===== config.mk =====
export PLATFORM = sky130hd
export DESIGN_NAME = disp_timing_gen
export DESIGN_NICKNAME = d
export VERILOG_FILES = /design/src/rtl/dtg_pkg.sv /design/src/rtl/dtg_axis_cnt.sv /design/src/rtl/dtg_axis_dec.sv /design/src/rtl/dtg_regfile.sv /design/src/rtl/disp_timing_gen.sv
export SDC_FILE = /design/constraint.sdc
export NUM_CORES = 1
export LEC_CHECK = 0
export ABC_CLOCK_PERIOD_IN_PS = 7300
export BUFFER_PORTS_ARGS = -buffer_cell sky130_fd_sc_hd__buf_2
export CORE_MARGIN = 3
export CORE_UTILIZATION = 60
export CTS_BUF_LIST = sky130_fd_sc_hd__clkbuf_8 sky130_fd_sc_hd__clkbuf_16
export CTS_CLUSTER_SIZE = 14
export DETAILED_ROUTE_END_ITERATION = 8
export PLACE_DENSITY = 0.77
export REMOVE_ABC_BUFFERS = 1
export SLEW_MARGIN = 20
export SYNTH_ARGS = -nofsm -noshare
export SYNTH_HDL_FRONTEND = slang
export SYNTH_SLANG_ARGS = --single-unit
export TNS_END_PERCENT = 100

===== constraint.sdc =====
create_clock -name clk -period 7.3 [get_ports clk]
set_input_delay 1.46 -clock clk [delete_from_list [all_inputs] [get_ports clk]]
set_output_delay 1.46 -clock clk [all_outputs]
set_load 0.03 [all_outputs]

===== src/rtl/dtg_pkg.sv =====
package dtg_pkg;
  // field index inside one axis group (address bits 2:0)
  localparam int F_TOTAL      = 0;
  localparam int F_SYNC_END   = 1;
  localparam int F_ACT_START  = 2;
  localparam int F_ACT_END    = 3;
  localparam int F_WIN_START  = 4;
  localparam int F_WIN_SZM1   = 5;
  localparam int F_POST_START = 6;
  localparam int F_POST_END   = 7;
  localparam int NFLD         = 8;
  localparam int NAXIS        = 2;
  localparam int AXIS_H       = 0;
  localparam int AXIS_V       = 1;
  // flat addresses
  localparam int ADDR_WIN_EN  = NAXIS * NFLD;
  localparam int ADDR_COMMIT  = ADDR_WIN_EN + 1;
  localparam int NREG         = ADDR_WIN_EN + 1;
endpackage


===== src/rtl/dtg_axis_cnt.sv =====
module dtg_axis_cnt #(
  parameter int CW = 12
) (
  input  logic          clk,
  input  logic          rst_n,
  input  logic          run,
  input  logic          step,
  input  logic [CW-1:0] total,
  output logic [CW-1:0] cnt_o,
  output logic          wrap_o
);
  logic [CW-1:0] cnt_q, cnt_d;
  logic          at_last;

  assign at_last = (cnt_q == total - CW'(1));
  assign wrap_o  = run && step && at_last;
  assign cnt_o   = cnt_q;

  always_comb begin
    cnt_d = cnt_q;
    if (!run) begin
      cnt_d = '0;
    end else if (step) begin
      if (at_last) cnt_d = '0;
      else         cnt_d = cnt_q + CW'(1);
    end
  end

  always_ff @(posedge clk or negedge rst_n) begin
    if (!rst_n) cnt_q <= '0;
    else        cnt_q <= cnt_d;
  end
endmodule


===== src/rtl/dtg_axis_dec.sv =====
module dtg_axis_dec
  import dtg_pkg::*;
#(
  parameter int CW = 12
) (
  input  logic [CW-1:0]            cnt,
  input  logic [NFLD-1:0][CW-1:0]  cfg,
  output logic                     sync_o,
  output logic                     act_o,
  output logic                     win_o,
  output logic                     post_o
);
  localparam int EW = CW + 1;
  logic [EW-1:0] win_last;

  assign win_last = {1'b0, cfg[F_WIN_START]} + {1'b0, cfg[F_WIN_SZM1]};

  always_comb begin
    sync_o = (cnt < cfg[F_SYNC_END]);
    act_o  = (cnt >= cfg[F_ACT_START]) && (cnt < cfg[F_ACT_END]);
    win_o  = (cnt >= cfg[F_WIN_START]) && ({1'b0, cnt} <= win_last);
    post_o = (cnt >= cfg[F_POST_START]) && (cnt < cfg[F_POST_END]);
  end
endmodule


===== src/rtl/dtg_regfile.sv =====
module dtg_regfile
  import dtg_pkg::*;
#(
  parameter int CW = 12,
  parameter int AW = 5
) (
  input  logic                             clk,
  input  logic                             rst_n,
  input  logic                             wr_en,
  input  logic [AW-1:0]                    wr_addr,
  input  logic [CW-1:0]                    wr_data,
  input  logic                             frame_end,
  output logic                             load_o,
  output logic                             running_o,
  output logic                             pending_o,
  output logic [NAXIS-1:0][NFLD-1:0][CW-1:0] cfg_o,
  output logic                             win_en_o
);
  logic [NREG-1:0][CW-1:0] shadow_q, shadow_d;
  logic [NREG-1:0][CW-1:0] work_q;
  logic pending_q, pending_d;
  logic running_q, running_d;
  logic commit_wr;
  logic load;

  assign commit_wr = wr_en && (wr_addr == AW'(ADDR_COMMIT)) && wr_data[0];
  assign load      = pending_q && (!running_q || frame_end);

  always_comb begin
    shadow_d = shadow_q;
    for (int i = 0; i < NREG; i++) begin
      if (wr_en && (wr_addr == AW'(i))) shadow_d[i] = wr_data;
    end
  end

  always_comb begin
    pending_d = commit_wr || (pending_q && !load);
    running_d = running_q || load;
  end

  always_ff @(posedge clk or negedge rst_n) begin
    if (!rst_n) begin
      shadow_q  <= '0;
      pending_q <= 1'b0;
      running_q <= 1'b0;
    end else begin
      shadow_q  <= shadow_d;
      pending_q <= pending_d;
      running_q <= running_d;
    end
  end

  // working bank: loads only on an applied commit
  always_ff @(posedge clk or negedge rst_n) begin
    if (!rst_n) begin
      work_q <= '0;
    end else if (load) begin
      work_q <= shadow_q;
    end
  end

  for (genvar a = 0; a < NAXIS; a++) begin : g_axis
    for (genvar f = 0; f < NFLD; f++) begin : g_fld
      assign cfg_o[a][f] = work_q[a*NFLD + f];
    end
  end

  assign win_en_o  = work_q[ADDR_WIN_EN][0];
  assign load_o    = load;
  assign running_o = running_q;
  assign pending_o = pending_q;
endmodule


===== src/rtl/disp_timing_gen.sv =====
module disp_timing_gen
  import dtg_pkg::*;
#(
  parameter int CW = 12,
  parameter int AW = 5
) (
  input  logic          clk,
  input  logic          rst_n,
  input  logic          wr_en,
  input  logic [AW-1:0] wr_addr,
  input  logic [CW-1:0] wr_data,
  output logic          hsync,
  output logic          vsync,
  output logic          de,
  output logic          layer_en,
  output logic          post_de,
  output logic [CW-1:0] pix_x,
  output logic [CW-1:0] line_y
);
  logic [NAXIS-1:0][NFLD-1:0][CW-1:0] cfg;
  logic                               win_en;
  logic                               running;
  logic                               pending;
  logic                               load;
  logic                               frame_end;
  logic [NAXIS-1:0][CW-1:0]           ax_cnt;
  logic [NAXIS-1:0]                   ax_step;
  logic [NAXIS-1:0]                   ax_wrap;
  logic [NAXIS-1:0]                   ax_sync, ax_act, ax_win, ax_post;

  assign frame_end = ax_wrap[AXIS_H] && ax_wrap[AXIS_V];

  dtg_regfile #(.CW(CW), .AW(AW)) u_regs (
    .clk       (clk),
    .rst_n     (rst_n),
    .wr_en     (wr_en),
    .wr_addr   (wr_addr),
    .wr_data   (wr_data),
    .frame_end (frame_end),
    .load_o    (load),
    .running_o (running),
    .pending_o (pending),
    .cfg_o     (cfg),
    .win_en_o  (win_en)
  );

  // horizontal steps every clock, vertical on the horizontal wrap
  assign ax_step[AXIS_H] = 1'b1;
  assign ax_step[AXIS_V] = ax_wrap[AXIS_H];

  for (genvar a = 0; a < NAXIS; a++) begin : g_ax
    dtg_axis_cnt #(.CW(CW)) u_cnt (
      .clk    (clk),
      .rst_n  (rst_n),
      .run    (running),
      .step   (ax_step[a]),
      .total  (cfg[a][F_TOTAL]),
      .cnt_o  (ax_cnt[a]),
      .wrap_o (ax_wrap[a])
    );
    dtg_axis_dec #(.CW(CW)) u_dec (
      .cnt    (ax_cnt[a]),
      .cfg    (cfg[a]),
      .sync_o (ax_sync[a]),
      .act_o  (ax_act[a]),
      .win_o  (ax_win[a]),
      .post_o (ax_post[a])
    );
  end

  always_comb begin
    hsync    = running && ax_sync[AXIS_H];
    vsync    = running && ax_sync[AXIS_V];
    de       = running && (&ax_act);
    layer_en = running && (&ax_act) && win_en && (&ax_win);
    post_de  = running && (&ax_post);
  end

  assign pix_x  = ax_cnt[AXIS_H];
  assign line_y = ax_cnt[AXIS_V];
endmodule


* Word-level counts from Yosys, hierarchy flattened
Index checks and enable logic that the tools add are counted.
** Word-level totals
- Word-level logic and storage cells :: 129
- Register bits after elaboration :: 412
- Input port bits :: 20
- Output and inout port bits :: 29
** Cells by class
- Add/sub/neg operators :: 6
- Reductions and logical operators :: 46
- Eq/ne operators :: 20
- Magnitude comparators :: 14
- Multiplexer cells :: 5
** Operators by type and width (number)
- 12-bit >= comparator :: 6
- 12-bit < comparator :: 6
- 12-bit two-way mux :: 5
- 5-bit by 4-bit equality test with 1-bit output (second input constant) :: 8
- 1-bit logical AND :: 37
- 12-bit by 12-bit adder with 13-bit output :: 2
- 12-bit by 13-bit <= comparator with 1-bit output :: 2
- 12-bit by 1-bit adder with 12-bit output (second input constant) :: 2
- 12-bit equality test :: 2
- 12-bit by 1-bit subtractor with 12-bit output (second input constant) :: 2
- 5-bit by 3-bit equality test with 1-bit output (second input constant) :: 4
- 5-bit by 2-bit equality test with 1-bit output (second input constant) :: 2
- 5-bit equality test (second input constant) :: 2
- 2-bit AND reduction :: 3
- 5-bit by 1-bit equality test with 1-bit output (second input constant) :: 1
- 5-bit zero test :: 1
- 1-bit logical OR :: 3
- 1-bit zero test :: 2
- 2-bit by 1-bit inequality test with 1-bit output (second input constant) :: 1

* Logic depth before layout (Yosys ltp)
Gate-level depths: netlist (run 1).
- Depth after elaboration :: 11
- Depth in mapped cells :: 19
- Mapped depth without buffers :: 19

* Modules after synthesis
A second synthesis (run 1) with hierarchy kept.
** Second synthesis, totals
- Cells, all modules :: 1828
- Area, all modules :: 22038.6 um2
** By module, submodules not included
- dtg_regfile :: seq. area each 9709.3 um2, area an instance 14560.2 um2, times used 1, cells an instance 855
- dtg_axis_dec :: seq. area each 0.0 um2, area an instance 2551.2 um2, times used 2, cells an instance 342
- dtg_axis_cnt :: seq. area each 300.3 um2, area an instance 1163.6 um2, times used 2, cells an instance 141
- disp_timing_gen :: seq. area each 0.0 um2, area an instance 48.8 um2, times used 1, cells an instance 7

* Least setup slack after synthesis (run 1)
Ideal clock, no wire load.
- Kind :: reg-to-output
- From :: register g_ax[1].u_cnt.cnt_q[9]
- To :: output layer_en
- Stages on the path, launching flop included :: 10
- Slack :: 1.806 ns
- Arrival :: 4.034 ns
- Buffers on the path :: 0
- Required time :: 5.840 ns
- Cells stage by stage :: dfrtp_1 ha_1 a21o_1 a211o_1 a31oi_1 nor4_1 o2111ai_1 nor4b_1 nand4_1 nor4b_1
** Between the ends
- Word-level cells in the longest chain between the ends :: 6
- Elaborated cells on any way between the ends :: 11
- Those cells by class :: order compare (4); reduce/logical (7)
** Ends and longest elaborated chain
- from (decl) :: RTL line dtg_axis_cnt.sv:12 : logic [CW-1:0] cnt_q, cnt_d;
- from (signal assigned) :: RTL line dtg_axis_cnt.sv:31 : else cnt_q <= cnt_d;
- 12-bit >= comparator / 12-bit < comparator (equally long branches) :: RTL line dtg_axis_dec.sv:20 : act_o = (cnt >= cfg[F_ACT_START]) && (cnt < cfg[F_ACT_END]);
- 1-bit logical AND (*) :: RTL line dtg_axis_dec.sv:20
- 2-bit AND reduction (*)
- 1-bit logical AND (*)
- named net de :: RTL line disp_timing_gen.sv:14 : output logic de,
- 1-bit logical AND (*) (2 in series) :: RTL line disp_timing_gen.sv:75 : layer_en = running && (&ax_act) && win_en && (&ax_win);
- to (decl) :: RTL line disp_timing_gen.sv:15 : output logic layer_en,
Mark *: on every way through the listed nets, which the timed path passes. The rest lies on a longest branch.

* Final worst setup path (run 1)
- From :: register u_regs.running_q, in the netlist u_regs.running_o
- To :: output layer_en
** Between the ends
- Word-level cells in the longest chain between the ends :: 3
** Ends and longest elaborated chain
- from (decl) :: RTL line dtg_regfile.sv:22 : logic running_q, running_d;
- from (signal assigned) :: RTL line dtg_regfile.sv:49 : running_q <= running_d;
- 1-bit logical AND (3 in series) :: RTL line disp_timing_gen.sv:75
No other way between the ends.

==> results of run 1 <==
## state kept, by name, indices dropped and copies added, names as in the netlist
signal            cells
u_regs.pending_o      1
u_regs.running_o      1
u_regs.cfg_o        192
g_ax.u_cnt.cnt_o     24
u_regs.win_en_o       1
u_regs.shadow_q     193
## through the flow
stage	setup TNS, ns	instance area [sq um]	total power (uW)	setup slack, ns
2_1_floorplan	-639.99	21700	2850	-3.43
3_3_place_gp	0	22700	2970	2.23
3_5_place_dp	0	22700	3010	2.09
4_1_cts	0	24100	5200	1.45
5_1_grt	0	24100	5340	1.20
6_report	0	24100	5150	1.34
## layer usage
metal | part of all wire | up-vias | global-route usage
li1 | - | 6309 | -
met1 | 0.45 | 7082 | 0.371
met2 | 0.47 | 330 | 0.426
met3 | 0.051 | 104 | 0.0410
met4 | 0.028 | 0 | 0.0710
met5 | 0 | - | 0
## report_power, final
group	switching, uW	internal (uW)
sequential	114	2500
clock	901	1290
combinational	160	191
total	1170	3980
## cell type report
| cell class | instances | area (sq um) |
|---|---|---|
| Inverter | 152 | 571 |
| Tap cell | 461 | 577 |
| Sequential cell | 412 | 10300 |
| Clock buffer | 55 | 1260 |
| Clock inverter | 22 | 156 |
| Fill cell | 2601 | 11800 |
| Timing Repair Buffer | 67 | 422 |
| Antenna cell | 4 | 10.0 |
| Multi-Input combinational cell | 1116 | 10800 |
## synthesized netlist by cell type, types with 8 or more instances
| cell | instances |
|---|---|
| dfrtp_1 | 412 |
| nand2_1 | 38 |
| nor2_1 | 50 |
| nand4_1 | 25 |
| mux2_2 | 217 |
| a31oi_1 | 13 |
| o211ai_1 | 8 |
| o21a_1 | 13 |
| and3_1 | 12 |
| nor3_1 | 20 |
| xnor2_1 | 32 |
| nand3_1 | 19 |
| clkbuf_1 | 40 |
| xor2_1 | 27 |
| buf_6 | 19 |
| nor2b_1 | 25 |
| inv_1 | 152 |
| a211oi_1 | 8 |
| a21oi_1 | 49 |
| a21o_1 | 35 |
| o21ai_0 | 48 |
| nand2b_1 | 18 |
| or4_1 | 9 |
| ha_1 | 190 |
| mux2_4 | 170 |
## cell families after synthesis
family	Yosys count
fa+ha+maj	192
mux	390
xor+xnor	59
compound gates	214
flops	412
buf+inv	218
simple gates	261
## critical path, cell delays in order, from the launching register on
cell       delay (ns)
dfrtp_1          0.87
inv_1            0.45
or3_1            0.49
nor4_1           0.44
o2111ai_1        0.18
nor4b_1          0.76
nand4_1          0.18
nor4b_1          0.31
buf_2            0.26
## how the worst max path moves through the flow
stage | from | end
floorplan | u_regs.cfg_o[96] | u_regs.cfg_o[0]
global placement | u_regs.cfg_o[49] | layer_en
detailed placement | u_regs.cfg_o[49] | layer_en
CTS | u_regs.cfg_o[49] | layer_en
global route | u_regs.running_o | layer_en
finish | u_regs.running_o | layer_en
==> results.toml, run 1 <==
[critical_path]
start_kind = "flop"
reg2reg_to = "u_regs.cfg_o[191]"
worst_setup_path_end_kind = "primary output"
critPathKind = "flop to primary output"
rrSetupSlack_ns = 3.30
cp.arrival_ns = 4.50
critPathRequiredTime_ns = 5.84
r2r_start = "u_regs.cfg_o[96]"
cp_max_fo = 24
reg2regPathDepth = 11

[clocking]
cts_tree = "built"
holdBufCountCts = 0
root_buffer = "clkbuf_16"
postCtsSetupRepairBufs = 0
cts_resized = 0
clk_pin_slew_ns = 0.06
clock_sinks = 412
cts-buffers-inserted = 44
clkLatencyLatePin_ns = 0.56
htreeDepth = 2
clock_path_buffers = 3

[routing]
drt_iter0_markers = 883
wire_per_inst_um = 21.8
vias_per_cell = 6.04
drtPass1Iterations = 5
finalWirelength_um = 49800
drtAntennaViolNets = 0
drc_errors = 0
dr_total_vias = 13800

[synth]
ys.warnings.count = 0
yosys.area_share.simple = 0.0664
synthAdderAreaFrac = 0.109
ys_ff_latch = 412
yosysUniqueCellTypes = 65
synthMuxAreaShare = 0.228
yosysTopAreaCell = "dfrtp_1"
yosysTopAreaCellShare = 0.467
ys.flop_type = "dfrtp_1"
synth_area_leaders = "dfrtp_1, mux2_4, mux2_2"
synthArstFlopShare = 1.00
netlist_area_sq_um = 22100
synth_xor_area_frac = 0.0234
synth_top_family_by_area = "multiplexers"
synth_edf_count = 0
synth-compound-area-share = 0.0625
seq_area_frac_synth = 0.467
syn_inst = 1746
syn_area_per_cell_sq_um = 12.6

[floorplan]
placementRows = 69
dieHeight_um = 198
coreArea_sq_um = 35900
io-pin-count = 49
initial_core_util = 0.615
dieWidth_um = 198
die-area_sq_um = 39100

[finish]
drive_gt1_frac = 0.293
final_common_cell = "dfrtp_1"
layout_common_cells = "dfrtp_1, mux2_2, ha_1"
nets = 2005
utilization = 0.672
areaGrowthSynthToFinish_pct = 9.28
layout.cells.non_filler = 2289

[timing]
finalMaxSlewViolations = 0
finalHoldViolations = 0
setup_viol = 0
maxSlewHeadroom = 0.324
period_share = 0.817
timing.fmax_ghz = 0.168
min_period_ns = 5.96
tightest_slew_ns = 1.01
rsz0062_at_grt = "no"
finalClockSkew_ns = 0.0137
hold_slack_ns = 0.492

[outcome]
status = "finished, final reports clean"

[global_route]
grt_first_pass_wirelength_um = 80000
antenna_found_initial = 0
grt_util_all_layers = 0.262
gr-total-overflow = 0
grt_max_degree = 146
grt_pass1_vias = 14400

[worst_hold_path]
hold_path.startpoint = "u_regs.shadow_q[75]"
holdPathEnd = "u_regs.cfg_o[75]"
hold_class = "flop to flop"
whs_path_depth = 1

[placement]
dpl.hpwl_um = 31800
placedCellCount = 2208
port_buffers = 48
gp_congestion = 0.839

[job]
max_cap_violations = 0

[pwr]
p_leak_uw = 0.0120
powerDensity_nw_per_um2 = 214
ir_worst_vdd_v = 0.000157
Power figures use the tool's default switching activity.
==> run 2, diff against run 1 <==
--- a/config.mk
+++ b/config.mk
@@ -5,14 +5,15 @@
 export SDC_FILE = /design/constraint.sdc
 export NUM_CORES = 1
 export LEC_CHECK = 0
-export ABC_CLOCK_PERIOD_IN_PS = 7300
+export ABC_AREA = 1
+export ABC_CLOCK_PERIOD_IN_PS = 5400
 export BUFFER_PORTS_ARGS = -buffer_cell sky130_fd_sc_hd__buf_2
 export CORE_MARGIN = 3
-export CORE_UTILIZATION = 60
+export CORE_UTILIZATION = 57
 export CTS_BUF_LIST = sky130_fd_sc_hd__clkbuf_8 sky130_fd_sc_hd__clkbuf_16
 export CTS_CLUSTER_SIZE = 14
 export DETAILED_ROUTE_END_ITERATION = 8
-export PLACE_DENSITY = 0.77
+export PLACE_DENSITY = 0.76
 export REMOVE_ABC_BUFFERS = 1
 export SLEW_MARGIN = 20
 export SYNTH_ARGS = -nofsm -noshare
==> constraint.sdc (replaced) <==
create_clock -name clk -period 5.4 [get_ports clk]
set_input_delay 1.08 -clock clk [delete_from_list [all_inputs] [get_ports clk]]
set_output_delay 1.08 -clock clk [all_outputs]
set_load 0.03 [all_outputs]
==> run 2 against run 1 <==
Clock power grew 33%; via count grew 33%; count of clock-buffer cells in the layout grew 5; area after synthesis grew 0.56%; global-route usage grew 1.8 points.
==> results.toml, run 2 <==
[clocking]
root_buffer = "clkbuf_16"
clock_sinks = 412
htreeDepth = 2
cts_resized = 0
clock_path_buffers = 3
cts_tree = "built"
holdBufCountCts = 0
postCtsSetupRepairBufs = 0
clk_pin_slew_ns = 0.06
cts-buffers-inserted = 43
clkLatencyLatePin_ns = 0.54

[critical_path]
critPathKind = "flop to primary output"
cp_max_fo = 3
critPathRequiredTime_ns = 4.32
start_kind = "flop"
cp.arrival_ns = 3.85
worst_setup_path_end_kind = "primary output"

[global_route]
grt_util_all_layers = 0.280
grtUsageMet2 = 0.449
grt_pass1_vias = 17800
met3_usage = 0.0445
antenna_found_initial = 2
busiest_layer = "met2"
grt_max_degree = 162
met1_usage = 0.383
grt_first_pass_wirelength_um = 92700
gr-total-overflow = 0

[timing]
finalClockSkew_ns = 0.0178
maxSlewHeadroom = 0.274
timing.fmax_ghz = 0.203
rsz0062_at_grt = "no"
hold_slack_ns = 0.470
finalHoldViolations = 0
finalMaxSlewViolations = 0
tightest_slew_ns = 1.09
setup_viol = 0
setup_tns_ns = 0
min_period_ns = 4.93
period_share = 0.914

[finish]
design_area_sq_um = 23900
nets = 2840
fill_cells = 3217
layout.cells.non_filler = 3171
layout_common_cells = "nand2_1, dfrtp_1, inv_1"
max_flop_register = "u_regs.shadow_q"
areaGrowthSynthToFinish_pct = 7.84
drive_gt1_frac = 0.0590
final_common_cell = "nand2_1"
largest_register_ffs = 193

[routing]
wire_per_inst_um = 18.2
drc_errors = 0
dr_total_vias = 18500
vias_per_cell = 5.82
drtAntennaViolNets = 0
drtPass1Iterations = 7
finalWirelength_um = 57800
drt_iter0_markers = 1559

[synth]
ys.warnings.count = 0
yosysTopAreaCellShare = 0.464
seq_area_frac_synth = 0.464
ys_ff_latch = 412
synth_area_leaders = "dfrtp_1, nand2_1, ha_1"
netlist_area_sq_um = 22200
synth_edf_count = 0
yosysMostFrequentCell = "nand2_1"
syn_area_per_cell_sq_um = 8.36
yosysUniqueCellTypes = 41
synthArstFlopShare = 1.00
syn_inst = 2655
synthTopCellsByCount = "nand2_1, dfrtp_1, inv_1, o21ai_0, nand4_1"
ys.flop_type = "dfrtp_1"
yosysTopAreaCell = "dfrtp_1"

[outcome]
status = "finished, final reports clean"

[floorplan]
coreArea_sq_um = 38000
die-area_sq_um = 41400
io-pin-count = 49
dieHeight_um = 203
placementRows = 71
dieWidth_um = 203
initial_core_util = 0.584

[worst_hold_path]
hold_class = "flop to flop"

[placement]
place_area_sq_um = 22500
dpl.hpwl_um = 35300
placedCellCount = 3094
port_buffers = 48
gp_congestion = 0.843

[pwr]
p_leak_uw = 0.0125
ir_worst_vdd_v = 0.000194
powerDensity_nw_per_um2 = 290

[job]
max_cap_violations = 0
run 2: changes by cell type after synthesis, moves of 32 or more:
cell and change:
nand4_1 +199, nor2_1 +53, mux2_4 -170, o21ai_0 +178, buf_2 +33, a21oi_1 +41
nand2_1 +791, nand3_1 +56, mux2_2 -217, inv_1 +82, a21o_1 -32
run 2: area by class of cell:
| type | instances | area [sq um] | share of cell area |
|---|---|---|---|
| sequential | 412 | 10300 | 0.431 |
| antenna | 1 | 2.50 | 0.000105 |
| multi-input combinational | 1868 | 10300 | 0.429 |
| tap | 511 | 639 | 0.0267 |
| timing repair buffer | 62 | 397 | 0.0166 |
| clock inverter | 16 | 72.6 | 0.00303 |
| clock buffer | 60 | 1330 | 0.0557 |
| inverter | 241 | 905 | 0.0378 |
run 2: kinds of logic after synthesis:
| family | after synthesis | synth area share |
|---|---|---|
| xor gates and xnor gates | 45 | 0.0178 |
| and+or+nand+nor | 1283 | 0.253 |
| buffers and inverters | 375 | 0.0735 |
| DFF | 412 | 0.464 |
| AOI/OAI and AO/OA | 348 | 0.0823 |
| adders and majority gates | 192 | 0.109 |
run 2: per-stage QoR:
step | setup slack (ns) | util | total power, uW
floorplan | -0.0476 | - | 3840
global placement | 0.985 | 0.593 | 4040
detailed placement | 0.980 | 0.593 | 4070
CTS | 0.398 | 0.630 | 6960
global route | 0.0650 | 0.630 | 7210
finish | 0.466 | 0.630 | 6950
run 2: path summary, 6_finish.rpt:
| kind | to | slack [ns] | from | cells after the start |
|---|---|---|---|---|
| hold / removal | u_regs.cfg_o[116] | 0.47 | u_regs.cfg_o[116] | 2 |
| min in group asynchronous | u_regs.shadow_q[74] | 0.61 | rst_n | 1 |
| hold reg to reg | u_regs.cfg_o[116] | 0.47 | u_regs.cfg_o[116] | 2 |
| setup / recovery | layer_en | 0.47 | u_regs.cfg_o[48] | 18 |
| setup reg to reg | u_regs.cfg_o[81] | 1.82 | g_ax[0].u_cnt.cnt_o[3] | 13 |
| max in group asynchronous | u_regs.cfg_o[56] | 3.62 | rst_n | 2 |
run 2: where the power goes:
part	internal, uW	switching [uW]
Combinational	146	347
Clock	1710	1210
Sequential	3370	171
Total	5220	1730
run 2: worst max-delay path, stage by stage, from the launching register on:
cell and delay (ns):
dfrtp_1 0.38, ha_1 0.19, inv_1 0.06, fa_1 0.39
o21ai_0 0.28, a21boi_0 0.19, o21ai_0 0.37, nand3_1 0.12
nand2_1 0.10, xor2_1 0.15, ha_1 0.24, nand2_1 0.08
inv_1 0.04, a221oi_1 0.23, nand2_1 0.09, nand2_1 0.08
nand3_1 0.07, nor2_1 0.08, buf_2 0.20
run 2: routing by layer:
metal	up-vias	share of wire
li1	8777	-
met1	8874	0.42
met2	651	0.45
met3	151	0.081
met4	2	0.041
met5	-	0.00031
